### config.mk
export PLATFORM = sky130hd
export DESIGN_NAME = bm_window_buffer
export DESIGN_NICKNAME = d
export VERILOG_FILES = /design/src/rtl/bm_window_buffer.sv
export SDC_FILE = /design/constraint.sdc
export NUM_CORES = 1
export LEC_CHECK = 0
export BUFFER_PORTS_ARGS = -buffer_cell sky130_fd_sc_hd__buf_4
export CAP_MARGIN = 5
export CORE_MARGIN = 1.5
export CORE_UTILIZATION = 50
export DETAILED_ROUTE_END_ITERATION = 10
export GPL_TIMING_DRIVEN = 0
export PLACE_DENSITY = 0.71
export SETUP_SLACK_MARGIN = 0.15
export SLEW_MARGIN = 10
export SYNTH_ARGS = -nofsm -noshare
export SYNTH_HDL_FRONTEND = slang
export SYNTH_SLANG_ARGS = --single-unit
### constraint.sdc
create_clock -name clk -period 9.8 [get_ports clk]
set_clock_uncertainty 0.05 [all_clocks]
set_input_delay 0.49 -clock clk [delete_from_list [all_inputs] [get_ports clk]]
set_output_delay 0.49 -clock clk [all_outputs]
set_load 0.01 [all_outputs]
### src/rtl/bm_window_buffer.sv
module bm_window_buffer #(
  parameter int WIN = 8,
  parameter int W   = 8
) (
  input  logic         clk,
  input  logic         rst_n,
  input  logic         bm_valid,
  input  logic         bm_last,
  input  logic [W-1:0] bm_data,
  output logic         bm_ready,
  output logic         fw_valid,
  output logic [W-1:0] fw_metric,
  output logic         bk0_valid,
  output logic         bk0_keep,
  output logic [W-1:0] bk0_metric,
  output logic         bk1_valid,
  output logic         bk1_keep,
  output logic [W-1:0] bk1_metric
);

  localparam int TW = (WIN > 1) ? $clog2(WIN) : 1;
  localparam logic [TW-1:0] TLAST = TW'(WIN - 1);

  logic [W-1:0] mem    [3][WIN];
  logic         live_q [3][WIN];
  logic [2:0]   dir_q;
  logic [TW-1:0] t_q;
  logic [1:0]   sec_q, cnt_q;
  logic         par_q, drain_q;

  function automatic logic [TW-1:0] pick(input logic d, input logic [TW-1:0] t);
    return d ? (TLAST - t) : t;
  endfunction

  logic step, take_last, wrap, fin;
  logic [1:0] trs, fws, cnt_base;
  logic [TW-1:0] wa, tra, fwa;
  logic tr_v, kp_v, fw_v;
  logic [W-1:0] tr_d, kp_d, fw_d;

  assign bm_ready  = !drain_q;
  assign step      = drain_q | bm_valid;
  assign take_last = bm_valid & bm_last & !drain_q;
  assign wrap      = (t_q == TLAST);
  assign cnt_base  = take_last ? 2'd3 : cnt_q;
  assign fin       = wrap & drain_q & (cnt_base == 2'd0);

  assign trs = (sec_q == 2'd0) ? 2'd2 : sec_q - 2'd1;
  assign fws = (sec_q == 2'd2) ? 2'd0 : sec_q + 2'd1;
  assign wa  = pick(dir_q[sec_q], t_q);
  assign tra = pick(dir_q[trs], t_q);
  assign fwa = pick(!dir_q[fws], t_q);

  assign kp_v = live_q[sec_q][wa];
  assign kp_d = mem[sec_q][wa];
  assign tr_v = live_q[trs][tra];
  assign tr_d = mem[trs][tra];
  assign fw_v = live_q[fws][fwa];
  assign fw_d = mem[fws][fwa];

  always_ff @(posedge clk) begin
    if (step) mem[sec_q][wa] <= drain_q ? '0 : bm_data;
  end

  always_ff @(posedge clk) begin
    if (!rst_n) begin
      for (int i = 0; i < 3; i++)
        for (int j = 0; j < WIN; j++)
          live_q[i][j] <= 1'b0;
      dir_q      <= '0;
      t_q        <= '0;
      sec_q      <= '0;
      cnt_q      <= '0;
      par_q      <= 1'b0;
      drain_q    <= 1'b0;
      fw_valid   <= 1'b0;
      fw_metric  <= '0;
      bk0_valid  <= 1'b0;
      bk0_keep   <= 1'b0;
      bk0_metric <= '0;
      bk1_valid  <= 1'b0;
      bk1_keep   <= 1'b0;
      bk1_metric <= '0;
    end else begin
      fw_valid   <= step & fw_v;
      fw_metric  <= fw_d;
      bk0_valid  <= step & (par_q ? kp_v : tr_v);
      bk0_keep   <= par_q;
      bk0_metric <= par_q ? kp_d : tr_d;
      bk1_valid  <= step & (par_q ? tr_v : kp_v);
      bk1_keep   <= !par_q;
      bk1_metric <= par_q ? tr_d : kp_d;
      if (step) begin
        live_q[sec_q][wa] <= !drain_q;
        if (take_last) drain_q <= 1'b1;
        if (wrap) begin
          dir_q[sec_q] <= ~dir_q[sec_q];
          t_q <= '0;
          if (fin) begin
            sec_q   <= '0;
            par_q   <= 1'b0;
            drain_q <= 1'b0;
            cnt_q   <= '0;
          end else begin
            sec_q <= (sec_q == 2'd2) ? 2'd0 : sec_q + 2'd1;
            par_q <= ~par_q;
            if (drain_q | take_last) cnt_q <= cnt_base - 2'd1;
          end
        end else begin
          t_q <= t_q + 1'b1;
          if (take_last) cnt_q <= 2'd3;
        end
      end
    end
  end

  a_r2_idle_no_output: assert property (@(posedge clk) disable iff (!rst_n)
    (bm_ready && !bm_valid) |=> (!fw_valid && !bk0_valid && !bk1_valid));

  a_r7_ready_drops: assert property (@(posedge clk) disable iff (!rst_n)
    (bm_valid && bm_ready && bm_last) |=> !bm_ready);

  a_r7_drop_cause: assert property (@(posedge clk) disable iff (!rst_n)
    $fell(bm_ready) |-> $past(bm_valid && bm_last));

  a_r6_fw_quiet_at_restart: assert property (@(posedge clk) disable iff (!rst_n)
    $rose(bm_ready) |-> !fw_valid);

  a_r4_no_training_at_restart: assert property (@(posedge clk) disable iff (!rst_n)
    $rose(bm_ready) |-> (!(bk0_valid && !bk0_keep) && !(bk1_valid && !bk1_keep)));

endmodule

Word-level counts from Yosys, hierarchy flattened:

Memories as Yosys holds them, arrays and structs flattened. A register that Yosys moved wholly into a read port is not among the register bits.
Cells that the tools add are included.
W data, S select, Z words.

* add/subtract/negate cells: 5
* magnitude comparators: 8
* eq/ne operators: 3
* multiplexer cells: 63
* bitwise gates (word level): 14
* reduce and logical (&&, ||, !) cells: 9

Operators by type and width (number)
* $mux W8: 13
* $bmux W8 S3: 3
* $mux W64: 1
* $demux W8 S3: 1
* $mux W2: 12
* $mux W1: 20
* $ge A4 B4 Y1 const B: 3
* $mux W3: 4
* $not A3 Y4: 3
* $bmux W1 S3: 3
* $lt A2 B3 Y1 const B: 3
* $reduce_or A8 Y1: 1
* $and A1 B1 Y1: 7
* $bmux W1 S2: 3
* $logic_not A2 Y1: 2
* $lt A4 B1 Y1 const B: 1
* $reduce_and A2 Y1: 2
* $sub A2 B1 Y2 const B: 2
* $add A3 B1 Y3 const B: 1
* $bwmux W3: 1
* $demux W1 S3: 1
* $eq A3 B3 Y1 const B: 1
* $ne A3 B1 Y1 const B: 1
* $sub A3 B3 Y3 const A: 1
* 8 further kinds: 12

* flip-flop bits (word level): 41
* memory bits (writable): 216
* output and inout bits: 30
* word-level logic and storage cells: 118
* memories kept: 2

Memory list
* mem: words 3, bits a word 64, read ports 3, clocked after Yosys merged registers in 1, write ports 1, line 24 `logic [W-1:0] mem [3][WIN];`
* live_q: words 3, bits a word 8, read ports 3, clocked after Yosys merged registers in 1, write ports 3, line 25 `logic live_q [3][WIN];`

Logic depth before layout (Yosys ltp):

* depth after elaboration: 11
* mapped depth: 13
* gate-level depth less buffers: 9

Worst setup path before layout:

Ideal clock, no wire load.

* path kind: register to register
* start: register sec_q[1]
* end: register bk0_metric[7]
* arrival: 2.961 ns
* data required time: 9.630 ns
* path slack: 6.668 ns
* cell stages (with the launch flop): 11
* buffers on the path: 2
* cells stage by stage: dfxtp_1 -> clkbuf_1 -> inv_1 -> ha_1 -> buf_2 -> mux2i_4 -> xor2_1 -> mux4_2 -> o22ai_1 -> a31oi_1 -> o2bb2ai_1

* longest elaborated chain between the ends: 10
* elaborated cells between the ends (all ways): 19
* classes of those cells: 1 x add/sub; 14 x mux; 2 x bitwise; 1 x reduce/logical; 1 x memory

RTL lines
* start: declaration: line 28 `logic [1:0] sec_q, cnt_q;`
* start signal: assignment: line 105 `sec_q <= (sec_q == 2'd2) ? 2'd0 : sec_q + 2'd1;`
* $sub A2 B1 Y2 or $logic_not A2 Y1 (tied branches): line 48 `assign trs = (sec_q == 2'd0) ? 2'd2 : sec_q - 2'd1;`
* $mux W2: line 48
* $bmux W1 S2: line 51 `assign tra = pick(dir_q[trs], t_q);`
* $mux W1 (implied by the code): line 51
* $mux W3: line 32 `return d ? (TLAST - t) : t;`
* $not A3 Y4 (implied by the code): line 57 `assign tr_d = mem[trs][tra];`
* $bmux W8 S3: line 57
* $mux W8 (implied by the code) (2 in a row): line 57
* $mux W8 (*): line 89 `bk0_metric <= par_q ? kp_d : tr_d;`
* end signal: assignment: line 89
* end: declaration: line 15 `output logic [W-1:0] bk0_metric,`

Every way passes the cells marked *; elsewhere a longest branch is shown, timed or not. The select of a mux whose other input is x is not followed.
A chain may end at the register's enable or synchronous reset.

Worst setup path in the final report:

* start: register sec_q[1]
* end: register fw_metric[6]

* longest elaborated chain between the ends: 9
* elaborated cells between the ends (all ways): 11
* classes of those cells: 1 x add/sub; 1 x eq/ne; 7 x mux; 1 x bitwise; 1 x memory

RTL lines
* $add A2 B1 Y2 or $eq A2 B2 Y1 (tied branches): line 49 `assign fws = (sec_q == 2'd2) ? 2'd0 : sec_q + 2'd1;`
* $mux W2 (*): line 49
* $bmux W1 S2: line 52 `assign fwa = pick(!dir_q[fws], t_q);`
* $mux W1 (implied by the code): line 52
* $mux W3: line 32
* $not A3 Y4 (implied by the code): line 59 `assign fw_d = mem[fws][fwa];`
* $bmux W8 S3 (*): line 59
* $mux W8 (implied by the code) (*) (2 in a row): line 59
* end signal: assignment: line 86 `fw_metric <= fw_d;`
* end: declaration: line 12 `output logic [W-1:0] fw_metric,`

Marks and branches as above.

==> summary by stage <==
Status
The flow ran to the end, and the final reports show no timing, DRC or antenna violations.

Timing
For the pin with the worst max-slew slack, the measured transition is roughly 1400 ps. Once routing completed, OpenROAD measured the worst setup slack at 5010 ps. The final hold violation count is 0. Setup repair after global routing left no endpoint under its margin. Of the available clock period, the critical path in the final layout requires 0.489. The worst slew margin relative to its limit is 0.0541. For the finished layout, the period the worst path requires is around 4800 ps.

For this run, the top clock speed supported by timing is 209 MHz. The final count of pins violating max slew is 0. Setup violations remaining at the end of the flow were counted as 0. Adding up every negative setup slack in the final design gives 0 ps.

Critical path
The worst setup path is captured at a register. The cell with the most instances on the worst path is clkbuf_1. Data arrives at the worst endpoint at 5160 ps. The kind of cell adding the most delay to the critical path is buffers and inverters. Together, buffers and inverters on the worst path number 3. Of all nets on the critical path, the largest fanout is 10.

The critical path goes through clkbuf_1 > inv_1 > ha_1 > mux2i_1 > o21ai_2 > xnor2_1 > clkbuf_1 > mux4_2 > a211oi_1. The highest-delay cell along the critical path is xnor2_1. By startpoint and endpoint, the worst setup path is classified as register to register. The kind of start point of the critical path is a register. In this design, the stage delay of the slowest critical-path cell is ~1100 ps.

The required time of the worst setup path is 10,170 ps.

Place
The HPWL after detailed placement is 36,200 um. The cell count after placement is 1,614. The minimum setup slack after placement is 5200 ps. The placer congestion estimate is 1.00. The number of buffer cells added on primary ports is 40. The placed standard-cell area is between 0.015 and 0.02 mm^2.

Global route
Entering global routing, the biggest net connects 25 pins. The number of antenna violations at the first check in global routing was 1. The number of global-route vias before repair came to approximately 11,000. The first global-routing pass estimated 73,100 um of wire. For this run, the total global-route usage over all layers was measured as 0.330. Summed over all layers, the global routing overflow is 0.

Floorplan
The total core area is between 0.02 and 0.03 mm^2. The die footprint is 0.0309 mm^2. The overall die width is around 180 um.

Pin placement for this block handled 42 I/O pins. The initial utilization of the core area, before any placement, comes to 0.506. The floorplan has 63 rows.

The floorplan step set the die height to approximately 180 um.

Routing
The number of nets with antenna violations after routing is 0. After detailed routing, the number of remaining DRC violations is 0. The number of optimization iterations in the first detailed-route pass is 8. The wire length after detailed routing is between 50,000 and 60,000 um. In this run, the number of DRC markers left after iteration 0 of detailed routing was between 1,500 and 2,000. The via density per instance is 6.95. The total number of vias is 11,600.

After detailed routing, the average wire length per cell comes to 30.4 um.

Logic synthesis
The synthesized area is 0.0149 mm^2. The synthesized design contains 267 register bits. The share of synthesized cell area in full adder, half adder and majority cells is 0.00503. By area the synthesized netlist is led by edfxtp_1 (45%), mux4_2 (12%), mux2i_1 (8.8%).

The most used flip-flop cell after synthesis is edfxtp_1. The largest total area in the synthesized netlist belongs to edfxtp_1. Of the total synthesized cell area, the portion taken by XOR and XNOR cells is 0.0140. The netlist uses 58 different library cells. The mean instance size in the synthesized netlist is 12.7 um^2.

The fraction of the mapped netlist area in compound gates is 0.106. The portion of synthesized area spent on multiplexers is 0.268. The sequential fraction of the synthesis area is 0.508. Of the total synthesized cell area, the portion taken by AND, OR, NAND and NOR gates is 0.0718. The count of flip-flops with a built-in enable after synthesis is 223. The fraction of registers with async set or reset after synthesis is 0. By area, the combinational part of the netlist is dominated by multiplexers. In the synthesized netlist, the number of instances is 1,178.

Counting every net in the synthesized netlist gives 1,196. Of the post-synthesis cell area, the dominant cell type holds 0.449. Yosys printed 0 warnings.

Pwr
In this run the static leakage power is between 5 and 6 nW. IR analysis of the VDD net gives a maximum drop of 0.000142 V. In this run the power density over the cells is 163 mW/mm^2.

CTS
The number of setup buffers added after CTS is 0. Clock tree synthesis inserted a total of 30 buffers. The H-tree depth is 1. The number of sinks handled by clock tree synthesis is between 200 and 300. The CTS root buffer is clkbuf_16.

The clock tree from TritonCTS is done. The clock-pin slew on the worst setup and hold paths is 60 ps. The worst-skew pair later-pin latency is 570 ps.

Once the clock tree was built, the resizer swapped 0 gates to a different size. The number of buffers inserted for hold repair after clock tree synthesis is 0. The clock passes through at most 3 buffers.

Layout
The finished layout holds ~1,700 standard cells, fillers aside. The final layout contains between 1,000 and 1,500 nets. The area growth from synthesis to layout is 13.0%. In the final layout, the share of cells above drive strength 1 is 0.238. 0 antenna diodes ended up in the layout. The share of the core filled with cells is 0.571. The final non-filler cell area is 0.0168 mm^2.

Run
The number of violations of the max-capacitance limit is 0.

Min path
The path class of the tightest hold or removal check is input port to register.
-- metal layers --
layer,share of wire,up-vias,global-route usage
met4,0.049,2,0.135
met5,0.00022,-,0
met3,0.15,185,0.106
li1,-,4778,-
met1,0.38,5649,0.460
met2,0.42,992,0.475
-- path summary, 6_finish.rpt --
| path | slack (ps) | endpoint | from | cells past startpoint |
|---|---|---|---|---|
| worst max-delay path | 5010 | fw_metric[6] | sec_q[1] | 9 |
| worst min-delay path | 150 | drain_q | bm_last | 3 |
| worst min register to register | 490 | dir_q[1] | dir_q[1] | 2 |
| worst max register to register | 5010 | fw_metric[6] | sec_q[1] | 9 |
-- registers in the layout, indices dropped and copies added, names as in the netlist, named ones only --
register,count
bk0_keep,1
bk0_metric,8
bk0_valid,1
bk1_keep,1
bk1_metric,8
bk1_valid,1
cnt_q,2
dir_q,3
drain_q,1
fw_metric,8
fw_valid,1
live_q,32
mem,192
par_q,1
sec_q,2
t_q,3
-- power breakdown --
part	total (mW)	switching (mW)	leakage, nW	internal [mW]
Sequential	1.28	0.0156	2.41	1.26
Clock	1.16	0.506	0.487	0.653
Combinational	0.307	0.188	3.08	0.119
-- area by class of cell --
cell class | instances | area, um^2
well taps | 390 | 488
inverters | 11 | 41.3
clock buffers | 32 | 758
fillers | 2414 | 12600
multi-input cells | 814 | 6960
flip-flops and latches | 267 | 7580
repair buffers | 46 | 390
clock inverters | 24 | 263
plain buffers | 86 | 368
-- placed cells by master (no fill, tap or decap), types with 4 or more instances in the layout --
master | netlist | final
clkinv_4 | 0 | 9
edfxtp_1 | 223 | 223
nand4_1 | 4 | 4
nand3b_1 | 4 | 4
a221oi_1 | 7 | 7
mux4_2 | 78 | 78
inv_1 | 10 | 10
a211oi_1 | 9 | 9
nor3_1 | 13 | 13
a31oi_1 | 17 | 17
o22ai_1 | 33 | 33
buf_2 | 21 | 21
mux2_2 | 79 | 79
a22o_1 | 6 | 6
nand2_1 | 88 | 88
clkinvlp_4 | 0 | 4
o221ai_1 | 9 | 9
nor2b_2 | 0 | 8
dfxtp_1 | 44 | 44
a32oi_1 | 7 | 7
clkbuf_1 | 54 | 56
ha_1 | 6 | 6
nand3_1 | 14 | 14
buf_8 | 0 | 6
nor2_1 | 87 | 84
o21ai_0 | 60 | 60
buf_4 | 3 | 43
xnor2_1 | 9 | 9
xor2_1 | 8 | 7
nor2b_1 | 13 | 5
a22oi_1 | 4 | 4
buf_1 | 7 | 7
a21oi_1 | 77 | 77
o2bb2ai_1 | 10 | 10
a2111oi_0 | 4 | 4
and3_1 | 5 | 5
mux2i_1 | 131 | 131
clkbuf_16 | 0 | 30
-- cell usage after synthesis, types with 13 or more instances --
cell type    n
nand2_1     88
buf_2       21
a31oi_1     17
nand3_1     14
nor2_1      87
nor3_1      13
o22ai_1     33
edfxtp_1   223
mux4_2      78
nor2b_1     13
dfxtp_1     44
mux2_2      79
o21ai_0     60
clkbuf_1    54
mux2i_1    131
a21oi_1     77
-- metrics by stage --
| stage | power (mW) | hold WS (ps) |
|---|---|---|
| 2_1_floorplan | 1.48 | 416 |
| 3_3_place_gp | 1.59 | 440 |
| 5_1_grt | 2.81 | 159 |
| 3_5_place_dp | 1.60 | 468 |
| 4_1_cts | 2.74 | 143 |
| 6_report | 2.75 | 150 |
-- worst min-delay path: cells and delay by family --
family | cells | cell delay, ps
compound gates | 1 | 60
buf+inv | 1 | 120
simple gates | 1 | 50
-- cells by family (layout without fill, tap and decap cells) --
family                   Yosys count  after routing
adder cells (fa/ha/maj)            6              6
flip-flops                       267            267
buffers and inverters             97            199
AND/OR/NAND/NOR                  244            244
AO/OA/AOI/OAI                    254            254
XOR/XNOR                          20             20
multiplexers                     290            290
No activity file was read; power rests on OpenSTA's default activity.
